==> src/rtl/prof_ctl_pkg.sv <==
package prof_ctl_pkg;

  typedef enum logic [1:0] {
    ST_OK       = 2'd0,
    ST_UNDEF    = 2'd1,
    ST_TRAP_HYP = 2'd2,
    ST_TRAP_FW  = 2'd3
  } status_e;

  typedef enum logic [1:0] {
    TG_NONE = 2'd0,
    TG_HYP  = 2'd1,
    TG_KERN = 2'd2,
    TG_MEM  = 2'd3
  } target_e;

  localparam logic [2:0] OP1_HYP  = 3'b100;
  localparam logic [2:0] OP1_KERN = 3'b000;

  localparam int unsigned BIT_EL0_EN  = 0;
  localparam int unsigned BIT_EL2_EN  = 1;
  localparam int unsigned BIT_CTX     = 3;
  localparam int unsigned BIT_PA      = 4;
  localparam int unsigned BIT_TS      = 5;
  localparam int unsigned BIT_TSEL_LO = 6;
  localparam int unsigned BIT_TSEL_HI = 7;
  localparam int unsigned FIELD_W     = 8;

  function automatic logic [FIELD_W-1:0] field_mask();
    logic [FIELD_W-1:0] m;
    m = '0;
    m[BIT_EL0_EN]  = 1'b1;
    m[BIT_EL2_EN]  = 1'b1;
    m[BIT_CTX]     = 1'b1;
    m[BIT_PA]      = 1'b1;
    m[BIT_TS]      = 1'b1;
    m[BIT_TSEL_LO] = 1'b1;
    m[BIT_TSEL_HI] = 1'b1;
    return m;
  endfunction

  // Partition check: true when the firmware level refuses the access.
  function automatic logic part_fail(input logic present, input logic [1:0] en,
                                     input logic ns, input logic realm,
                                     input logic ext, input logic nse);
    return present && (!en[0] || (en[1] != ns) || (realm && (ext != nse)));
  endfunction

  // Hypervisor register read view: the two enables vanish while the buffer
  // owner field is nonzero.
  function automatic logic [FIELD_W-1:0] hyp_view(input logic [FIELD_W-1:0] raw,
                                                  input logic owner_nz);
    logic [FIELD_W-1:0] v;
    v = raw;
    if (owner_nz) begin
      v[BIT_EL0_EN] = 1'b0;
      v[BIT_EL2_EN] = 1'b0;
    end
    return v;
  endfunction

endpackage

==> src/rtl/prof_access_decide.sv <==
module prof_access_decide
  import prof_ctl_pkg::*;
(
  input  logic [1:0] el,
  input  logic [2:0] op1,
  input  logic       write,
  input  logic       fw_present,
  input  logic [1:0] part_en,
  input  logic       part_ext,
  input  logic       realm_present,
  input  logic       ns_bit,
  input  logic       nse_bit,
  input  logic       undef_prio,
  input  logic       sdd_undef,
  input  logic       hyp_enabled,
  input  logic [2:0] nv_bits,
  input  logic       host_mode,
  input  logic       fgt_present,
  input  logic       fgt_fw_en,
  input  logic       fgt_rd_trap,
  input  logic       fgt_wr_trap,
  input  logic       kern_trap,
  output status_e    status,
  output target_e    target
);

  logic sel_hyp, sel_kern, fw_fail, fgt_hit, ktrap_hit;

  assign sel_hyp   = (op1 == OP1_HYP);
  assign sel_kern  = (op1 == OP1_KERN);
  assign fw_fail   = part_fail(fw_present, part_en, ns_bit, realm_present, part_ext, nse_bit);
  assign fgt_hit   = hyp_enabled && fgt_present && (fgt_fw_en || !fw_present) &&
                     (write ? fgt_wr_trap : fgt_rd_trap);
  assign ktrap_hit = hyp_enabled && kern_trap;

  always_comb begin
    status = ST_UNDEF;
    target = TG_NONE;
    if (sel_hyp || sel_kern) begin
      unique case (el)
        2'd0: status = ST_UNDEF;
        2'd1: begin
          if (sel_hyp) begin
            status = nv_bits[0] ? ST_TRAP_HYP : ST_UNDEF;
          end else if (fw_fail && undef_prio) begin
            status = ST_UNDEF;
          end else if (fgt_hit || ktrap_hit) begin
            status = ST_TRAP_HYP;
          end else if (fw_fail) begin
            status = sdd_undef ? ST_UNDEF : ST_TRAP_FW;
          end else begin
            status = ST_OK;
            target = (nv_bits == 3'b111) ? TG_MEM : TG_KERN;
          end
        end
        2'd2: begin
          if (fw_fail) begin
            status = (undef_prio || sdd_undef) ? ST_UNDEF : ST_TRAP_FW;
          end else begin
            status = ST_OK;
            target = (sel_hyp || host_mode) ? TG_HYP : TG_KERN;
          end
        end
        default: begin
          status = ST_OK;
          target = sel_hyp ? TG_HYP : TG_KERN;
        end
      endcase
    end
  end

endmodule

==> src/rtl/prof_ctl_regs.sv <==
module prof_ctl_regs
  import prof_ctl_pkg::*;
#(
  parameter int unsigned DATA_W = 64
) (
  input  logic              clk,
  input  logic              rst_n,
  input  logic              wr_hyp,
  input  logic              wr_kern,
  input  logic [DATA_W-1:0] wdata,
  input  logic              owner_nz,
  output logic [DATA_W-1:0] hyp_rd,
  output logic [DATA_W-1:0] kern_rd
);

  localparam int unsigned NREG = 2;
  localparam int unsigned PAD_W = DATA_W - FIELD_W;
  localparam logic [FIELD_W-1:0] FMASK = field_mask();

  logic [NREG-1:0]    wr_en;
  logic [FIELD_W-1:0] fld_q [NREG];

  assign wr_en = {wr_kern, wr_hyp};

  for (genvar g = 0; g < NREG; g++) begin : g_reg
    always_ff @(posedge clk or negedge rst_n) begin
      if (!rst_n)       fld_q[g] <= '0;
      else if (wr_en[g]) fld_q[g] <= wdata[FIELD_W-1:0] & FMASK;
    end

    AST_HOLD_UNWRITTEN: assert property (@(posedge clk) disable iff (!rst_n)
      !wr_en[g] |=> $stable(fld_q[g]));
  end

  assign hyp_rd  = {{PAD_W{1'b0}}, hyp_view(fld_q[0], owner_nz)};
  assign kern_rd = {{PAD_W{1'b0}}, fld_q[1]};

endmodule

==> src/rtl/prof_ctl_access.sv <==
module prof_ctl_access
  import prof_ctl_pkg::*;
#(
  parameter int unsigned DATA_W   = 64,
  parameter int unsigned OFFSET_W = 12,
  parameter int unsigned EC_W     = 6,
  parameter logic [OFFSET_W-1:0] NV_SLOT  = 12'h828,
  parameter logic [EC_W-1:0]     TRAP_EC  = 6'h18
) (
  input  logic                clk,
  input  logic                rst_n,
  input  logic                req_valid,
  input  logic [1:0]          req_el,
  input  logic [2:0]          req_op1,
  input  logic                req_write,
  input  logic [DATA_W-1:0]   req_wdata,
  input  logic                fw_present,
  input  logic [1:0]          part_en,
  input  logic                part_ext,
  input  logic                realm_present,
  input  logic                ns_bit,
  input  logic                nse_bit,
  input  logic                undef_prio,
  input  logic                sdd_undef,
  input  logic                hyp_enabled,
  input  logic [2:0]          nv_bits,
  input  logic                host_mode,
  input  logic                fgt_present,
  input  logic                fgt_fw_en,
  input  logic                fgt_rd_trap,
  input  logic                fgt_wr_trap,
  input  logic                kern_trap,
  input  logic [1:0]          buf_owner,
  output logic                rsp_valid,
  output logic [1:0]          rsp_status,
  output logic [EC_W-1:0]     rsp_ec,
  output logic [DATA_W-1:0]   rsp_rdata,
  output logic                redir_valid,
  output logic [OFFSET_W-1:0] redir_offset,
  output logic [DATA_W-1:0]   redir_wdata
);

  status_e           dec_status;
  target_e           dec_target;
  logic              acc_ok, wr_hyp, wr_kern, is_redir;
  logic [DATA_W-1:0] hyp_rd, kern_rd, rd_sel;

  prof_access_decide u_decide (
    .el(req_el), .op1(req_op1), .write(req_write),
    .fw_present(fw_present), .part_en(part_en), .part_ext(part_ext),
    .realm_present(realm_present), .ns_bit(ns_bit), .nse_bit(nse_bit),
    .undef_prio(undef_prio), .sdd_undef(sdd_undef), .hyp_enabled(hyp_enabled),
    .nv_bits(nv_bits), .host_mode(host_mode), .fgt_present(fgt_present),
    .fgt_fw_en(fgt_fw_en), .fgt_rd_trap(fgt_rd_trap), .fgt_wr_trap(fgt_wr_trap),
    .kern_trap(kern_trap), .status(dec_status), .target(dec_target)
  );

  assign acc_ok   = req_valid && (dec_status == ST_OK);
  assign wr_hyp   = acc_ok && req_write && (dec_target == TG_HYP);
  assign wr_kern  = acc_ok && req_write && (dec_target == TG_KERN);
  assign is_redir = acc_ok && (dec_target == TG_MEM);

  prof_ctl_regs #(.DATA_W(DATA_W)) u_regs (
    .clk(clk), .rst_n(rst_n), .wr_hyp(wr_hyp), .wr_kern(wr_kern),
    .wdata(req_wdata), .owner_nz(buf_owner != 2'b00),
    .hyp_rd(hyp_rd), .kern_rd(kern_rd)
  );

  always_comb begin
    rd_sel = '0;
    if (acc_ok && !req_write) begin
      if (dec_target == TG_HYP)       rd_sel = hyp_rd;
      else if (dec_target == TG_KERN) rd_sel = kern_rd;
    end
  end

  always_ff @(posedge clk or negedge rst_n) begin
    if (!rst_n) begin
      rsp_valid    <= 1'b0;
      rsp_status   <= ST_OK;
      rsp_ec       <= '0;
      rsp_rdata    <= '0;
      redir_valid  <= 1'b0;
      redir_offset <= '0;
      redir_wdata  <= '0;
    end else begin
      rsp_valid    <= req_valid;
      rsp_status   <= req_valid ? dec_status : ST_OK;
      rsp_ec       <= (req_valid && dec_status[1]) ? TRAP_EC : '0;
      rsp_rdata    <= rd_sel;
      redir_valid  <= is_redir;
      redir_offset <= is_redir ? NV_SLOT : '0;
      redir_wdata  <= (is_redir && req_write) ? req_wdata : '0;
    end
  end

  AST_RSP_NEXT_CYCLE: assert property (@(posedge clk) disable iff (!rst_n)
    req_valid |=> rsp_valid);
  AST_RSP_NO_SPURIOUS: assert property (@(posedge clk) disable iff (!rst_n)
    !req_valid |=> !rsp_valid);
  AST_USER_UNDEF: assert property (@(posedge clk) disable iff (!rst_n)
    (req_valid && req_el == 2'd0) |=> (rsp_status == ST_UNDEF));
  AST_FW_DIRECT: assert property (@(posedge clk) disable iff (!rst_n)
    (req_valid && req_el == 2'd3 && (req_op1 == OP1_HYP || req_op1 == OP1_KERN))
      |=> (rsp_status == ST_OK && !redir_valid));
  AST_TRAP_CLASS: assert property (@(posedge clk) disable iff (!rst_n)
    (rsp_valid && rsp_status[1]) |-> (rsp_ec == TRAP_EC));
  AST_REDIR_SLOT: assert property (@(posedge clk) disable iff (!rst_n)
    redir_valid |-> (redir_offset == NV_SLOT && rsp_status == ST_OK && rsp_rdata == '0));

endmodule

==> config.mk <==
export PLATFORM = sky130hd
export DESIGN_NAME = prof_ctl_access
export DESIGN_NICKNAME = d
export VERILOG_FILES = /design/src/rtl/prof_ctl_pkg.sv /design/src/rtl/prof_access_decide.sv /design/src/rtl/prof_ctl_regs.sv /design/src/rtl/prof_ctl_access.sv
export SDC_FILE = /design/constraint.sdc
export NUM_CORES = 1
export LEC_CHECK = 0
export BUFFER_PORTS_ARGS = -buffer_cell sky130_fd_sc_hd__buf_2
export CORE_UTILIZATION = 39
export CTS_BUF_LIST = sky130_fd_sc_hd__clkbuf_16
export CTS_CLUSTER_DIAMETER = 200
export CTS_CLUSTER_SIZE = 12
export DETAILED_ROUTE_END_ITERATION = 12
export GPL_TIMING_DRIVEN = 0
export MAX_ROUTING_LAYER = met4
export PLACE_DENSITY = 0.85
export SLEW_MARGIN = 25
export SYNTH_ARGS = -nofsm -noshare
export SYNTH_HDL_FRONTEND = slang
export SYNTH_SLANG_ARGS = --single-unit
==> constraint.sdc <==
create_clock -name clk -period 0.8 [get_ports clk]
set_input_delay 0.12 -clock clk [delete_from_list [all_inputs] [get_ports clk]]
set_output_delay 0.12 -clock clk [all_outputs]
set_load 0.1 [all_outputs]
---- Word level (Yosys, flattened, before mapping) ----
Cells that the tools add are included.
word-level totals
  bits in registers ....................... 163
  input port bits ......................... 94
  output and inout port bits .............. 150
  logic and storage cells ................. 76
cells by class
  equal/unequal tests ..................... 9
  multiplexer cells ....................... 29
  reduce and logical (&&, ||, !) cells .... 29
operator list
  cell                                            number
  two-way mux 64 bit                              2
  two-way mux 2 bit                               19
  two-way mux 8 bit                               2
  logical AND 1 bit                               15
  two-way mux 12 bit                              1
  case mux 2 bit (3 select lines)                 2
  logical OR 1 bit                                7
  == test 2 bit (second input constant)           3
  == test 3 bit (second input constant)           2
  two-way mux 5 bit                               1
  == test 2 x 1 -> 1 bit (second input constant)  2
  logical NOT 2 bit                               2
  logical NOT 1 bit                               3
  logical NOT 3 bit                               1
  two-way mux 1 bit                               2
  != test 1 bit                                   2
  nonzero test 2 bit                              1

---- Logic depth before layout (Yosys ltp) ----
Gate-level depths: netlist of run 1.
  depth in word-level cells ............... 15
  mapped depth ............................ 8

---- Hierarchy ----
From an unflattened synthesis of run 1, not the netlist that was laid out.
second synthesis, totals
  cells, all modules ...................... 731
  area total of the unflattened synthesis .. 7861.3 um^2
by module, submodules not included
  module              instances  cells each  area each (um^2)  seq. area each (um^2)
  prof_ctl_access     1          531         6044.5            3303.2
  prof_ctl_regs       1          159         1545.2            350.3
  prof_access_decide  1          41          271.5             0.0

---- Worst setup path before layout of run 1 ----
No wires, ideal clock.
  path type ............................... input port to flip-flop
  start ................................... input port nse_bit
  end ..................................... register u_regs.fld_q, in the netlist u_regs.kern_rd[0]
  setup time .............................. 125 ps
  arrival ................................. 1856 ps
  path slack .............................. -1181 ps
  cell stages on the path ................. 6
  path through ............................ xor2_1 -> a211o_1 -> a221oi_2 -> nor2_2 -> nand4_2 -> mux2_2
on the way
  cells in the longest elaborated chain, start to end .. 14
  elaborated cells between the ends (all ways) .. 24
  classes of those cells .................. eq/ne: 2; mux: 14; reduce/logical: 8
RTL lines
  what                             line                      text
  start, declared                  prof_ctl_access.sv:22     input logic nse_bit,
  != test 1 bit (*)                prof_ctl_pkg.sv:46        return present && (!en[0] || (en[1] != ns) || (realm && (ext != nse)));
  logical AND 1 bit (*)            prof_ctl_pkg.sv:46
  logical OR 1 bit (*)             prof_ctl_pkg.sv:46
  logical AND 1 bit (*)            prof_ctl_pkg.sv:46
  two-way mux 2 bit                prof_access_decide.sv:49  end else if (fw_fail) begin
  two-way mux 2 bit                prof_access_decide.sv:47  end else if (fgt_hit || ktrap_hit) begin
  two-way mux 2 bit                prof_access_decide.sv:45  end else if (fw_fail && undef_prio) begin
  two-way mux 2 bit                prof_access_decide.sv:43  if (sel_hyp) begin
  case mux 2 bit (3 select lines)  prof_access_decide.sv:40  unique case (el)
  two-way mux 2 bit                prof_access_decide.sv:39  if (sel_hyp || sel_kern) begin
  logical NOT 2 bit                prof_ctl_access.sv:58     assign acc_ok = req_valid && (dec_status == ST_OK);
  logical AND 1 bit                prof_ctl_access.sv:58
  logical AND 1 bit                prof_ctl_access.sv:60     assign wr_kern = acc_ok && req_write && (dec_target == TG_KERN);
  logical AND 1 bit (*)            prof_ctl_access.sv:60
  end signal, assigned by index    prof_ctl_regs.sv:28       else if (wr_en[g]) fld_q[g] <= wdata[FIELD_W-1:0] & FMASK;
  end, declared                    prof_ctl_regs.sv:21       logic [FIELD_W-1:0] fld_q [NREG];
Mark *: on every way between the ends. The rest lies on a longest branch, timed or not.
A chain may end at the register's enable or synchronous reset.

---- Worst setup path after layout of run 1 ----
  start ................................... input port part_ext
  end ..................................... register u_regs.fld_q, in the netlist u_regs.kern_rd[1]
on the way
  cells in the longest elaborated chain, start to end .. 14
  elaborated cells between the ends (all ways) .. 24
  classes of those cells .................. eq/ne: 2; mux: 14; reduce/logical: 8
RTL lines
  what                             line                      text
  start, declared                  prof_ctl_access.sv:19     input logic part_ext,
  != test 1 bit (*)                prof_ctl_pkg.sv:46
  logical AND 1 bit (*)            prof_ctl_pkg.sv:46
  logical OR 1 bit (*)             prof_ctl_pkg.sv:46
  logical AND 1 bit (*)            prof_ctl_pkg.sv:46
  two-way mux 2 bit                prof_access_decide.sv:49
  two-way mux 2 bit                prof_access_decide.sv:47
  two-way mux 2 bit                prof_access_decide.sv:45
  two-way mux 2 bit                prof_access_decide.sv:43
  case mux 2 bit (3 select lines)  prof_access_decide.sv:40
  two-way mux 2 bit                prof_access_decide.sv:39
  logical NOT 2 bit                prof_ctl_access.sv:58
  logical AND 1 bit                prof_ctl_access.sv:58
  logical AND 1 bit                prof_ctl_access.sv:60
  logical AND 1 bit (*)            prof_ctl_access.sv:60
Marked as above.

==> results.txt, run 1 <==
----------------------------------------------------
[Clock tree]
  Clock latency on the worst-skew pair ... 0.34 ns
  Inserted Clock Buffers ... 9
  Total number of clock tree sinks ... 89
  CTS clock-pin slew for the worst setup and hold paths ... ~0.07 ns
  CTS Hold Buffers Added ... 18
  Number of buffers on the longest clock path ... 2
  Count of H-tree levels built during CTS ... 3
  CTS tree ... built
  CTS Root Buffer Type ... sky130_fd_sc_hd__clkbuf_16

[Global routing]
  Pin count of the biggest net entering global routing ... between 50 and 60
  Via count of the first global-routing pass ... 3690
  Global Route Usage Sum ... between 20% and 30%
  Grt total ovfl ... 0
  First-pass GRT wire length ... 20100 microns
  Initial antenna violation count ... 1

[STA]
  Worst-case setup margin in the final layout ... -1.42 ns
  Sum of negative setup slack ... -117.40 ns
  Worst Tran Pin Value ... 0.848 ns
  Worst Hold Slack ... -0.271 ns
  Max_slew headroom ... 42.0%
  Final count of pins violating max slew ... 0
  Post-layout min period ... 2.22 ns
  RSZ-0062 raised after global routing ... true
  Final setup violation count ... 168
  FMAX ... 450 MHz
  Maximum clock skew at final layout ... 0.00867 ns
  Hold violation count in the final report ... 32
  Final period util ... 278%

[Place]
  Placer's final routability congestion estimate ... between 0.8 and 0.9
  Placed inst area ... approximately 5400 sq um
  Port Buffers ... 173
  Setup slack at placement ... -1.50 ns
  Post-Place Cells ... ~700
  Half-perimeter wire length after detailed placement ... 7060 microns

[Critical path]
  Crit end category ... register
  Data required time of the worst path ... 1.01 ns
  Kind of critical path ... input port to register
  Reg-to-reg setup timing slack ... -0.14 ns
  Worst setup path end ... u_regs.kern_rd[1]
  RR Startpoint ... u_regs.kern_rd[4]
  Startpoint class of the critical path ... input port
  Endpoint of the lowest-slack register-to-register path ... rsp_rdata[4]
  Worst R2R Path Depth ... 2
  Critical-path maximum fanout ... 7
  Launch point of the worst path ... part_ext
  Crit path DAT ... 2.44 ns

[Pwr]
  Switch share ... 35.4%
  Fraction of power consumed by sequential logic ... 40.2%
  Switching power ... 4.04 mW
  Peak VDD IR ... approximately 1.4 mV
  Int Pwr ... ~7.4 mW
  Leakage power figure ... 3.85 nW
  Clock share of power ... a little over a third
  Power density normalized to cell area ... 1480 nW/um^2
  Share of total power in combinational logic ... approximately a quarter
  Total chip power ... 11.4 mW

[Outcome]
  Status ... finished with violations
  Violations in the final reports ... hold timing, setup timing

[Die]
  Count of standard-cell rows ... 36
  Core Footprint ... 9730 sq um
  Number of I/O pins ... 244
  Die outline height ... 102 microns
  Die Outline Area ... 10400 sq um
  Initial Util ... between 40% and 50%
  Chip Width ... 102 microns

[Drt]
  First-pass DRT Iterations ... 5
  Routed wire length ... between 15000 and 20000 microns
  Detailed Route Iter0 Violations ... 306
  Count of antenna-violating nets left after detailed routing ... 0
  Via density per instance ... 5.01
  WL per Instance ... 23.2 microns
  DRC violations left ... 0
  Total via count in the routed design ... ~3800

[Finish]
  Area overhead of the layout relative to synthesis ... 97.0%
  Number of fill cells ... 473
  Final instance area ... approximately 7700 sq um
  Post-layout util ... roughly four fifths
  Nets@finish ... 720
  Multi-input logic area ... 1760 sq um
  Share of cells above drive strength 1 ... between 70% and 80%
  Layout Cells excl Fill ... 766
  Sequential standard cell area ... 2300 sq um

[Yosys]
  Number of standard cells after synthesis ... 322
  Mapped cell area ... 3910 sq um
  Synth async-reset ratio ... 100%
  Number of enable flip-flop cells after synthesis ... 0
  Most used flip-flop cell after synthesis ... sky130_fd_sc_hd__dfrtp_1
  Post-synth cell types ... 43
  Syn avg cell area ... 12.1 sq um
  Biggest area consumer among synthesized cells ... sky130_fd_sc_hd__dfrtp_1
  Area share of the leading cell type in the synthesized netlist ... 56.9%
  Cells taking the most area after synthesis ... sky130_fd_sc_hd__dfrtp_1, sky130_fd_sc_hd__buf_4, sky130_fd_sc_hd__and2_1, sky130_fd_sc_hd__and2_2, sky130_fd_sc_hd__mux2_2
  Most frequent cells after synthesis ... sky130_fd_sc_hd__dfrtp_1, sky130_fd_sc_hd__buf_4, sky130_fd_sc_hd__and2_1
  Sequential-to-total area share from yosys stat ... about 57%
  Flops & latches, synth ... 89
  Synthesis warning total ... 0
  Dominant cell by count in the synthesized netlist ... sky130_fd_sc_hd__dfrtp_1

[Hold path]
  Hold WC Path Type ... input port to asynchronous set/reset pin

[Flow run]
  Number of max-capacitance violations reported ... 0

----------------------------------------------------
==> flip-flops by register name, indices dropped and copies added (netlist names), 2 cells and up <==
| register | flops |
|---|---|
| rsp_rdata | 7 |
| u_regs.kern_rd | 7 |
| redir_wdata | 64 |
| u_regs.fld_q | 2 |
| u_regs.hyp_rd | 5 |
==> cells by family after synthesis <==
kind of cell	after synthesis	share of synthesized area [%]
flops	89	56.9
other cells	1	0.0959
compound gates	24	5.41
mux	15	4.29
simple gates	104	16.9
xor+xnor	2	0.448
buf+inv	87	15.9
==> layer usage <==
layer | up-vias | track usage, % | wire, microns
met1 | 1816 | 29.5 | 6220
met2 | 373 | 45.1 | 8620
met5 | - | - | 0
met3 | 124 | 6.50 | 1710
met4 | 0 | 16.9 | 1240
li1 | 1526 | - | -
==> area by class of cell <==
cell class | count | share of cell area [%]
Multi-Input combinational cell | 215 | 22.9
Inverter | 5 | 0.244
Sequential cell | 89 | 29.9
Timing Repair Buffer | 226 | 32.1
Tap cell | 133 | 2.16
Clock inverter | 7 | 0.601
Antenna cell | 2 | 0.0650
Clock buffer | 9 | 2.92
Buffer | 80 | 9.16
==> critical path: stages <==
cell,delay [ns]
sky130_fd_sc_hd__buf_8,0.11
sky130_fd_sc_hd__xor2_4,0.18
sky130_fd_sc_hd__buf_6,0.13
sky130_fd_sc_hd__a2111oi_0,0.77
sky130_fd_sc_hd__o31ai_1,0.31
sky130_fd_sc_hd__o31ai_4,0.16
sky130_fd_sc_hd__nand4_4,0.27
sky130_fd_sc_hd__mux2_4,0.37
==> power by group through the flow <==
| stage | logic [mW] | clock network, mW | registers (mW) |
|---|---|---|---|
| finish | 2.82 | 4.01 | 4.59 |
| global route | 2.90 | 4.20 | 4.59 |
| CTS | 2.60 | 3.84 | 4.58 |
| detailed placement | 2.36 | 0 | 4.66 |
| global placement | 2.32 | 0 | 4.66 |
| floorplan | 1.90 | 0 | 4.71 |
==> how the worst min path moves through the flow <==
stage                                 end  slack (ns)  cells past startpoint
after global routing       redir_wdata[0]       -0.24                      1
after global placement          rsp_valid        0.30                      1
after detailed placement  redir_wdata[27]        0.09                      1
after floorplan            redir_wdata[0]       -0.18                      0
after CTS                 redir_wdata[27]       -0.27                      1
final                     redir_wdata[38]       -0.27                      1
==> placed cells by master, fill, tap and decap left out, drive strengths merged, types with 2 or more instances in the layout <==
cell type,netlist,final
dlygate4sd3,0,18
mux2,14,14
o21ai,2,2
buf,76,285
nor3,2,2
a211oi,2,2
a21oi,4,4
inv,5,7
a2111oi,2,2
nand3,6,6
and2,65,65
nand4,2,2
conb,1,70
clkinv,0,4
clkbuf,6,12
dfrtp,89,89
xor2,2,2
nand2b,2,2
a32oi,5,5
nand2,4,4
diode,0,2
o31ai,4,4
nor2,14,14
==> timing repair <==
| action | CTS | global route |
|---|---|---|
| resized for setup | 321 | 122 |
| pin swaps | 27 | 61 |
| gates cloned | 6 | 2 |
| endpoints found under the hold margin | 50 | 32 |
| endpoints found under the setup margin | 168 | 168 |
| setup buffers | 23 | 4 |
(Power assumes the default switching activity.)
==> run 2, diff against run 1 <==
--- a/config.mk
+++ b/config.mk
@@ -14,6 +14,7 @@
 export GPL_TIMING_DRIVEN = 0
 export MAX_ROUTING_LAYER = met4
 export PLACE_DENSITY = 0.85
+export RECOVER_POWER = 100
 export SLEW_MARGIN = 25
 export SYNTH_ARGS = -nofsm -noshare
 export SYNTH_HDL_FRONTEND = slang
==> run 2 against run 1 <==
Compared with the run above:
- the flow still finishes with violations (hold timing, setup timing)
- sequential power barely moved
- total power barely moved
- critical endpoint is now u_regs.kern_rd[3]
- sequential cell count did not move
- clock power barely moved
- non-clock buffer count did not move
- die area did not move
- combinational power barely moved
- first-iteration DRC count fell by 0.33%
- clock skew barely moved
- critical path type unchanged
- register-to-register slack barely moved
- design area barely moved
==> results.txt, run 2 (synthesis results as in run 1) <==
----------------------------------------------------
[Pwr]
  Leakage power figure ... 3.84 nW
  Total chip power ... roughly 11 mW
  Power density normalized to cell area ... 1480 nW/um^2
  Peak VDD IR ... 1.43 mV

[Outcome]
  Status ... finished with violations
  Violations in the final reports ... hold timing, setup timing

[Drt]
  DRC violations left ... 0
  Total via count in the routed design ... approximately 3800
  First-pass DRT Iterations ... 5
  WL per Instance ... roughly 23 microns
  Routed wire length ... roughly 18000 microns
  Via density per instance ... 5.00
  Count of antenna-violating nets left after detailed routing ... 0
  Detailed Route Iter0 Violations ... 305

[Hold path]
  Hold WC Path Type ... input port to asynchronous set/reset pin

[Critical path]
  Cell family with the largest share of critical-path delay ... compound AO/OA/AOI/OAI gates
  Crit end category ... register
  Kind of critical path ... input port to register
  Ordered list of cells on the worst path ... buf_8 > xor2_4 > buf_6 > a2111oi_0 > o31ai_1 > o31ai_4 > nand4_4 > mux2_4
  Data required time of the worst path ... 1.02 ns
  Max incr delay on CP ... 0.77 ns
  Critical path's slowest cell ... sky130_fd_sc_hd__a2111oi_0
  Crit path DAT ... 2.45 ns
  CP bufs+invs ... 2
  Critical-path maximum fanout ... 7
  Startpoint class of the critical path ... input port

[Clock tree]
  Clock latency on the worst-skew pair ... 0.34 ns
  CTS Root Buffer Type ... sky130_fd_sc_hd__clkbuf_16
  Count of H-tree levels built during CTS ... 3
  Number of buffers on the longest clock path ... 2
  CTS tree ... built
  CTS clock-pin slew for the worst setup and hold paths ... 0.07 ns
  Inserted Clock Buffers ... 9
  Total number of clock tree sinks ... 89
  CTS Hold Buffers Added ... 18

[Global routing]
  First-pass GRT wire length ... 20100 microns
  Via count of the first global-routing pass ... 3690
  Pin count of the biggest net entering global routing ... 58
  Initial antenna violation count ... 1
  Global Route Usage Sum ... 27.2%
  Grt total ovfl ... 0

[Place]
  Placer's final routability congestion estimate ... 0.839
  Port Buffers ... 173
  Half-perimeter wire length after detailed placement ... 7060 microns

[STA]
  Worst Tran Pin Value ... 0.907 ns
  Post-layout min period ... 2.23 ns
  Worst Hold Slack ... -0.101 ns
  FMAX ... 448 MHz
  Worst-case setup margin in the final layout ... -1.43 ns
  Final setup violation count ... 168
  RSZ-0062 raised after global routing ... true
  Maximum clock skew at final layout ... 0.00887 ns
  Max_slew headroom ... 39.5%
  Sum of negative setup slack ... -117.53 ns
  Hold violation count in the final report ... 32
  Final count of pins violating max slew ... 0
  Final period util ... 279%

[Finish]
  Max reg flops ... 64
  Area overhead of the layout relative to synthesis ... 96.9%
  Most frequent cells in the layout ... sky130_fd_sc_hd__buf_4, sky130_fd_sc_hd__buf_2, sky130_fd_sc_hd__conb_1
  Register with the most flip-flops ... redir_wdata
  Nets@finish ... slightly above 700
  Share of cells above drive strength 1 ... 74.6%

[Die]
  Initial Util ... between 40% and 50%
  Number of I/O pins ... 244
  Chip Width ... 102 microns
  Count of standard-cell rows ... 36
  Die outline height ... 102 microns
  Die Outline Area ... 10400 sq um
  Core Footprint ... slightly below 10000 sq um

[Flow run]
  Number of max-capacitance violations reported ... 0

----------------------------------------------------
==> run 2: cell type report <==
| class | instances | area (sq um) |
|---|---|---|
| Timing Repair Buffer | 226 | 2470 |
| Buffer | 80 | 706 |
| Clock inverter | 7 | 46.3 |
| Antenna cell | 2 | 5.00 |
| Tap cell | 133 | 166 |
| Clock buffer | 9 | 225 |
| Inverter | 5 | 18.8 |
| Multi-Input combinational cell | 215 | 1760 |
| Fill cell | 475 | 2030 |
| Sequential cell | 89 | 2300 |
==> run 2: path summary, 6_finish.rpt <==
| kind | startpoint | endpoint | slack [ns] | cells after the start |
|---|---|---|---|---|
| worst min-delay path | rst_n | redir_wdata[38] | -0.10 | 1 |
| max in group asynchronous | rst_n | rsp_rdata[5] | 0.10 | 2 |
| worst min register to register | u_regs.hyp_rd[5] | u_regs.hyp_rd[5] | 0.53 | 1 |
| worst max register to register | u_regs.kern_rd[4] | rsp_rdata[4] | -0.14 | 2 |
| worst max-delay path | part_ext | u_regs.kern_rd[3] | -1.43 | 8 |
| min in group clk | req_wdata[10] | redir_wdata[10] | 0.01 | 2 |
==> run 2: repair_timing <==
item	CTS	global route
gates resized for setup	321	122
endpoints found under the setup margin	168	168
pin swaps	27	61
cloned	6	2
setup buffers	23	4
hold endpoints to repair	50	32
==> run 2: metal layers <==
metal,part of all wire (%),up-vias,global-route usage (%)
met1,35,1801,29.5
met5,0,-,-
met3,9.9,125,6.50
met4,7.1,0,16.9
li1,-,1525,-
met2,48,379,45.1
==> run 2: power breakdown <==
part / total [mW] / internal [mW] / switching [mW]
Sequential: 4.59 / 4.55 / 0.0453
Clock: 4.01 / 2.10 / 1.90
Combinational: 2.82 / 0.732 / 2.09
Total: 11.4 / 7.38 / 4.04
==> run 2: per-stage QoR <==
step                      hold WS [ns]  cell area, sq um  util [%]  cells  setup slack [ns]
after CTS                       -0.270              7150      73.5    759            -0.930
after floorplan                 -0.176              4370         -    391             -1.08
after global placement           0.297              5400      55.5    697             -1.45
final                           -0.101              7700      79.1    766             -1.43
after global routing           -0.0422              7700      79.1    765             -1.40
after detailed placement        0.0860              5430      55.9    698             -1.50
